--- src/rtl/cie_pkg.sv ---
package cie_pkg;

    localparam int MSR_W  = 32;
    localparam int HALF_W = 16;

    // machine state field positions (bit 0 = least significant)
    localparam int F_LE        = 0;
    localparam int F_RECOV     = 1;
    localparam int F_DXLAT     = 4;
    localparam int F_IXLAT     = 5;
    localparam int F_VEC_HI    = 6;
    localparam int F_CRIT_EN   = 7;
    localparam int F_FPX1      = 8;
    localparam int F_BR_TRACE  = 9;
    localparam int F_STEP      = 10;
    localparam int F_FPX0      = 11;
    localparam int F_MCHK_EN   = 12;
    localparam int F_FP_AVAIL  = 13;
    localparam int F_USER      = 14;
    localparam int F_EXT_EN    = 15;
    localparam int F_TMP_GPR   = 17;
    localparam int F_PWR_SAVE  = 18;

    typedef enum logic [0:0] {
        ST_RUN  = 1'b0,
        ST_CRIT = 1'b1
    } cie_state_e;

    function automatic logic [MSR_W-1:0] entry_clear_mask();
        logic [MSR_W-1:0] m;
        m = '0;
        m[F_RECOV]    = 1'b1;
        m[F_DXLAT]    = 1'b1;
        m[F_IXLAT]    = 1'b1;
        m[F_CRIT_EN]  = 1'b1;
        m[F_FPX1]     = 1'b1;
        m[F_BR_TRACE] = 1'b1;
        m[F_STEP]     = 1'b1;
        m[F_FPX0]     = 1'b1;
        m[F_FP_AVAIL] = 1'b1;
        m[F_USER]     = 1'b1;
        m[F_EXT_EN]   = 1'b1;
        m[F_TMP_GPR]  = 1'b1;
        m[F_PWR_SAVE] = 1'b1;
        return m;
    endfunction

endpackage

--- src/rtl/cie_gate.sv ---
module cie_gate (
    input  logic irq_lvl,
    input  logic bnd,
    input  logic crit_en,
    input  logic in_handler,
    input  logic ret_cmd,
    output logic take,
    output logic ret_go
);
    always_comb begin
        ret_go = ret_cmd & in_handler;
        take   = irq_lvl & bnd & crit_en & ~in_handler;
    end
endmodule

--- src/rtl/cie_xform.sv ---
module cie_xform #(
    parameter int               AW      = 32,
    parameter logic [AW-1:0]    HI_BASE = 32'hFFF0_0000,
    parameter logic [AW-1:0]    VEC_OFF = 32'h0000_0A00
) (
    input  logic [cie_pkg::MSR_W-1:0]  msr,
    input  logic                       ile,
    output logic [cie_pkg::MSR_W-1:0]  entry_msr,
    output logic [cie_pkg::HALF_W-1:0] save_lo,
    output logic [AW-1:0]              vec_addr
);
    import cie_pkg::*;

    localparam logic [MSR_W-1:0] CLR_MASK = entry_clear_mask();

    always_comb begin
        entry_msr       = msr & ~CLR_MASK;
        entry_msr[F_LE] = ile;
        save_lo         = msr[HALF_W-1:0];
        vec_addr        = (msr[F_VEC_HI] ? HI_BASE : '0) + VEC_OFF;
    end
endmodule

--- src/rtl/cie_save.sv ---
module cie_save #(
    parameter int AW = 32
) (
    input  logic                       clk,
    input  logic                       rst_n,
    input  logic                       cap,
    input  logic [AW-1:0]              addr_in,
    input  logic [cie_pkg::HALF_W-1:0] lo_in,
    output logic [AW-1:0]              addr_q,
    output logic [cie_pkg::HALF_W-1:0] lo_q
);
    always_ff @(posedge clk or negedge rst_n) begin
        if (!rst_n) begin
            addr_q <= '0;
            lo_q   <= '0;
        end else if (cap) begin
            addr_q <= addr_in;
            lo_q   <= lo_in;
        end
    end

    AST_SAVE_HOLD: assert property (@(posedge clk) disable iff (!rst_n)
        !cap |=> $stable(addr_q) && $stable(lo_q));
endmodule

--- src/rtl/crit_irq_unit.sv ---
module crit_irq_unit #(
    parameter int            AW      = 32,
    parameter logic [AW-1:0] HI_BASE = 32'hFFF0_0000,
    parameter logic [AW-1:0] VEC_OFF = 32'h0000_0A00
) (
    input  logic                      clk,
    input  logic                      rst_n,
    input  logic                      irq_lvl_i,
    input  logic [AW-1:0]             nia_i,
    input  logic [cie_pkg::MSR_W-1:0] msr_i,
    input  logic                      bnd_i,
    input  logic                      rfci_i,
    input  logic                      ile_i,
    output logic                      taken_o,
    output logic                      redir_vld_o,
    output logic [AW-1:0]             redir_addr_o,
    output logic                      msr_wr_o,
    output logic [cie_pkg::MSR_W-1:0] msr_new_o
);
    import cie_pkg::*;

    cie_state_e          state, state_nx;
    logic                take, ret_go;
    logic [MSR_W-1:0]    entry_msr;
    logic [HALF_W-1:0]   save_lo_d, save_lo_q;
    logic [AW-1:0]       vec_addr, save_addr_q;

    cie_gate u_gate (
        .irq_lvl    (irq_lvl_i),
        .bnd        (bnd_i),
        .crit_en    (msr_i[F_CRIT_EN]),
        .in_handler (state == ST_CRIT),
        .ret_cmd    (rfci_i),
        .take       (take),
        .ret_go     (ret_go)
    );

    cie_xform #(.AW(AW), .HI_BASE(HI_BASE), .VEC_OFF(VEC_OFF)) u_xform (
        .msr       (msr_i),
        .ile       (ile_i),
        .entry_msr (entry_msr),
        .save_lo   (save_lo_d),
        .vec_addr  (vec_addr)
    );

    cie_save #(.AW(AW)) u_save (
        .clk     (clk),
        .rst_n   (rst_n),
        .cap     (take),
        .addr_in (nia_i),
        .lo_in   (save_lo_d),
        .addr_q  (save_addr_q),
        .lo_q    (save_lo_q)
    );

    // next-state logic: TAKE and RETURN transitions
    always_comb begin
        state_nx = state;
        unique case (state)
            ST_RUN:  if (take)   state_nx = ST_CRIT;
            ST_CRIT: if (ret_go) state_nx = ST_RUN;
            default: state_nx = ST_RUN;
        endcase
    end

    always_ff @(posedge clk or negedge rst_n) begin
        if (!rst_n) state <= ST_RUN;
        else        state <= state_nx;
    end

    // registered outputs
    always_ff @(posedge clk or negedge rst_n) begin
        if (!rst_n) begin
            taken_o      <= 1'b0;
            redir_vld_o  <= 1'b0;
            msr_wr_o     <= 1'b0;
            redir_addr_o <= '0;
            msr_new_o    <= '0;
        end else begin
            taken_o     <= take;
            redir_vld_o <= take | ret_go;
            msr_wr_o    <= take | ret_go;
            if (take) begin
                redir_addr_o <= vec_addr;
                msr_new_o    <= entry_msr;
            end else if (ret_go) begin
                redir_addr_o <= save_addr_q;
                msr_new_o    <= {msr_i[MSR_W-1:HALF_W], save_lo_q};
            end
        end
    end

    AST_TAKE_ACCEPT: assert property (@(posedge clk) disable iff (!rst_n)
        (bnd_i && irq_lvl_i && msr_i[F_CRIT_EN] && state == ST_RUN) |=> taken_o && state == ST_CRIT);
    AST_CE_GATE: assert property (@(posedge clk) disable iff (!rst_n)
        (bnd_i && !msr_i[F_CRIT_EN]) |=> !taken_o);
    AST_LEVEL_GATE: assert property (@(posedge clk) disable iff (!rst_n)
        (!irq_lvl_i || !bnd_i) |=> !taken_o);
    AST_ENTRY_CE_CLR: assert property (@(posedge clk) disable iff (!rst_n)
        taken_o |-> (msr_wr_o && !msr_new_o[F_CRIT_EN] && !msr_new_o[F_EXT_EN]));
    AST_TAKEN_ONE_CYCLE: assert property (@(posedge clk) disable iff (!rst_n)
        taken_o |=> !taken_o);
    AST_CRIT_BLOCK: assert property (@(posedge clk) disable iff (!rst_n)
        (state == ST_CRIT) |=> !taken_o);
    AST_RET_STATE: assert property (@(posedge clk) disable iff (!rst_n)
        (rfci_i && state == ST_CRIT) |=> (state == ST_RUN && redir_vld_o && !taken_o));
    AST_RET_IDLE: assert property (@(posedge clk) disable iff (!rst_n)
        (rfci_i && state == ST_RUN && !bnd_i) |=> !redir_vld_o && !msr_wr_o);
endmodule

--- config.mk ---
export PLATFORM = sky130hd
export DESIGN_NAME = crit_irq_unit
export DESIGN_NICKNAME = d
export VERILOG_FILES = /design/src/rtl/cie_pkg.sv /design/src/rtl/cie_gate.sv /design/src/rtl/cie_xform.sv /design/src/rtl/cie_save.sv /design/src/rtl/crit_irq_unit.sv
export SDC_FILE = /design/constraint.sdc
export NUM_CORES = 1
export LEC_CHECK = 0
export ABC_AREA = 1
export BUFFER_PORTS_ARGS = -buffer_cell sky130_fd_sc_hd__buf_2
export CORE_AREA = 2 2 105 107
export DETAILED_ROUTE_END_ITERATION = 10
export DIE_AREA = 0 0 107 109
export GPL_TIMING_DRIVEN = 1
export PLACE_DENSITY = 0.78
export SLEW_MARGIN = 20
export SYNTH_ARGS = -nofsm -noshare
export SYNTH_HDL_FRONTEND = slang
export SYNTH_HIERARCHICAL = 1
export SYNTH_SLANG_ARGS = --single-unit
--- constraint.sdc ---
create_clock -name clk -period 1.5 [get_ports clk]
set_input_delay 0.3 -clock clk [delete_from_list [all_inputs] [get_ports clk]]
set_output_delay 0.3 -clock clk [all_outputs]
set_load 0.1 [all_outputs]
Word-level counts from Yosys, hierarchy flattened
Index checks and enable logic that the tools add are counted.
Cells by class
  reductions and logical operators: 1
  bitwise gates (word level): 6
  mux-type cells: 8
  add/subtract/negate cells: 1
Operator list (number)
  $mux W32: 5
  $add A32 B12 Y32 const B: 1
  $and A1 B1 Y1: 4
  $mux W1: 2
  $pmux W1 S2: 1
  $reduce_bool A2 Y1: 1
  $not A1 Y1: 1
  $or A1 B1 Y1: 1
Word-level totals
  register bits after elaboration: 115
  output and inout bits: 67
  word-level logic and storage cells: 23

Logic depth before layout (Yosys ltp)
  word-level depth: 5
  depth in mapped cells: 8

Hierarchy
The synthesis kept the hierarchy.
By module, submodules not included
  crit_irq_unit: times used 1, area an instance 2972.9 µm², cells an instance 356
  cie_save: times used 1, area an instance 1805.5 µm², cells an instance 203
  cie_xform: times used 1, area an instance 608.1 µm², cells an instance 82
  cie_gate: times used 1, area an instance 25.0 µm², cells an instance 6

Least setup slack after synthesis
No wires, ideal clock.
  kind: reg-to-output
  start point: register msr_wr_o (netlist name)
  end point: output redir_vld_o
  arrival time: 1.324 ns
  stages on the path, launching flop included: 2
  data required time: 1.200 ns
  setup slack: -0.124 ns
  cells stage by stage: dfrtp_1 -> buf_4
RTL lines
  end: declaration: line crit_irq_unit.sv:15  | output logic redir_vld_o,

Worst setup path in the final report
  start point: register redir_addr_o[9]
  end point: output redir_addr_o[9]
RTL lines
  start: declaration: line crit_irq_unit.sv:16  | output logic [AW-1:0] redir_addr_o,
  start signal: assignment: line crit_irq_unit.sv:84  | redir_addr_o <= vec_addr;
  start signal: assignment: line crit_irq_unit.sv:87  | redir_addr_o <= save_addr_q;
No word-level cell between the ends.

==> flow_metrics.tcl <==
set metrics [dict create \
    critPathRequiredTime_ns 1.20 \
    critPathLaunch "redir_addr_o[9]$_DFFE_PN0P_" \
    fin_crit_ns 1.49 \
    diodes 0 \
    synth_cell_type_count 12 \
    finalHoldViolCount 1 \
    cts_tree "yes" \
    syn_avg_cell_area_sq_um 8.36 \
    path_delay_family "flip-flops" \
    cts_sinks 115 \
    port_buffers 136 \
    status "finished, violations left" \
    core_sq_um 10600 \
    drive_above_1_share_pct 24.0 \
    die-area_sq_um 11700 \
    final_cell_area_sq_um 7470 \
    cpPeakStageDelay_ns 0.46 \
    grt_pass1_wl_mm 21.6 \
    vias_per_cell 5.05 \
    crit_path_end_kind "output port" \
    maxUsedRoutingLayer "met4" \
    ant_nets 0 \
    rows 38 \
    start_util_pct 51.0 \
    whs_ns -0.00516 \
    hp-class "input pin to flop" \
    crit_buf_inv 1 \
    setup_viol 0 \
    crit_chain "buf_12" \
    dr.pass1.iters 5 \
    cp_max_fo 2 \
    seq_area_frac_synth_pct 53.2 \
    grt_pass1_vias 4627 \
    gp_congestion 0.781 \
    netlist_area_sq_um 5410 \
    grt_max_degree 85 \
    die_w_microns 107 \
    postSynthCellCount 647 \
    place_area_sq_um 5720 \
    drtIter0Drc 416 \
    r2r-start "state$_DFF_PN0_" \
    whs_path_depth 3 \
    drt-met1-wl_mm 5.75 \
    max_clock_freq_mhz 672 \
    wirelength_mm 14.6 \
    min_to "u_save/addr_q[16]$_DFFE_PN0P_" \
    fin_nets 857 \
    wl_per_cell_microns 15.5 \
    cts_buffers 17 \
    post-route-util_pct 70.4 \
    fin_crit_sh_pct 99.2 \
    critPathArrivalTime_ns 1.19 \
    synth-seq-cells 115 \
    die_height_microns 109 \
    path_class "flop to output port" \
    hpwl_mm 7.62 \
    fin_worst_skew_ns 0.00716 \
    vias 4744 \
    route.detailed.drc 0 \
    slew_violations 0 \
    areaGrowthSynthToFinish_pct 38.0 \
    cap_violations 0 \
    violations "negative hold slack" \
    reg2reg_slack_ns 0.03 \
    r2r-end "redir_addr_o[9]$_DFFE_PN0P_" \
    overflow 0 \
    io_pins 137 \
    dr_wl_met3_microns 811 \
    cts-root-buf "clkbuf_8" \
    startpoint_type "flop" \
    r2r_cells 8 \
    grt_antenna_before_repair 0 \
    dr_wl_met2_mm 7.60 \
    clockBufferDepth 2 \
    htreeDepth 4 \
    holdCritStartpoint "nia_i[16]" \
    track_usage_pct 24.2 \
    path_clk_slew_ns 0.06 \
    yosys_warnings 6 \
    cp_slowest_cell "dfrtp_1" \
    clock_latency_ns 0.52 \
]
-- area by class of cell --
cell class                 count  area (sq um)
clock buffer                  19           432
clock inverter                13           255
fill                         739          3140
inverter                       5          26.3
multi-input combinational    440          1830
sequential                   115          2880
tap                          140           175
timing repair buffer         208          1870
-- stage by stage --
step	TNS, ns	setup slack, ns	cells
5_1_grt	-0.0110	-0.0110	940
4_1_cts	-0.224	-0.114	934
3_5_place_dp	-0.0149	-0.0120	848
3_3_place_gp	0	0.0813	848
2_1_floorplan	0	0.132	678
6_report	0	0.0121	940
-- logic make-up (layout without fill, tap and decap cells) --
family,Yosys count,count (layout),share of synthesized area [%]
compound gates,1,1,0.0924
other cells,2,33,0.139
simple gates,406,406,31.2
buf+inv,123,245,15.4
flops,115,115,53.2
-- worst max-delay path by stage --
stage | depth (start not counted) | end
2_1_floorplan | 8 | msr_new_o[10]$_DFFE_PN0P_
3_3_place_gp | 6 | u_save/lo_q[0]$_DFFE_PN0P_
3_5_place_dp | 6 | u_save/addr_q[18]$_DFFE_PN0P_
4_1_cts | 1 | msr_wr_o
5_1_grt | 1 | redir_addr_o[9]
6_report | 1 | redir_addr_o[9]
-- registers in the layout, indices dropped and copies added, names as in the netlist --
register / cells
msr_new_o: 32
msr_wr_o: 1
redir_addr_o: 32
taken_o: 1
state: 1
u_save/addr_q: 32
u_save/lo_q: 16
-- Yosys cell counts --
cell	count	share of area [%]
a21oi_1	1	0.092
buf_2	25	2.3
buf_4	91	13
clkbuf_1	2	0.14
conb_1	2	0.14
dfrtp_1	115	53
inv_1	3	0.21
inv_2	2	0.14
nand2_1	275	19
nand3_1	128	12
nor2_1	2	0.14
nor2_2	1	0.12
-- per-layer routing --
layer | vias to the layer above | global-route usage [%]
met2 | 211 | 42.3
met5 | - | 0
li1 | 2224 | -
met1 | 2269 | 27.8
met3 | 40 | 6.10
met4 | 0 | 12.1
-- placed cells by master, fill, tap and decap left out, types with 2 or more instances in the layout --
cell type,Yosys,routed
nand2_1,275,275
nand3_1,128,127
dfrtp_1,115,114
buf_2,25,68
buf_6,0,58
dlygate4sd3_1,0,54
conb_1,2,33
buf_4,91,19
clkbuf_16,0,18
bufinv_16,0,7
buf_12,0,7
clkinvlp_4,0,3
nor2_4,0,2
inv_1,3,2
inv_2,2,2
clkbuf_8,0,2
clkinv_4,0,2
-- worst reg2reg max path, cell delays in order, from the launching register on --
cell,delay (ns)
dfrtp_1,0.42
inv_1,0.07
nand2_1,0.08
nor2_4,0.16
buf_6,0.14
inv_2,0.06
buf_12,0.17
nand3_1,0.13
nand3_2,0.11
-- repair_timing --
action / CTS / global route
endpoints found under the hold margin: 171 / 0
pin swaps: 0 / 1
buffers inserted: 0 / 4
endpoints found under the setup margin: 74 / 110
gates resized for setup: 86 / 54
hold buffers: 54 / 0
cloned: 0 / 2
Power is left out: the tool's default activity adds up to more than one toggle a clock period on the data nets, which glitch-free logic cannot reach.
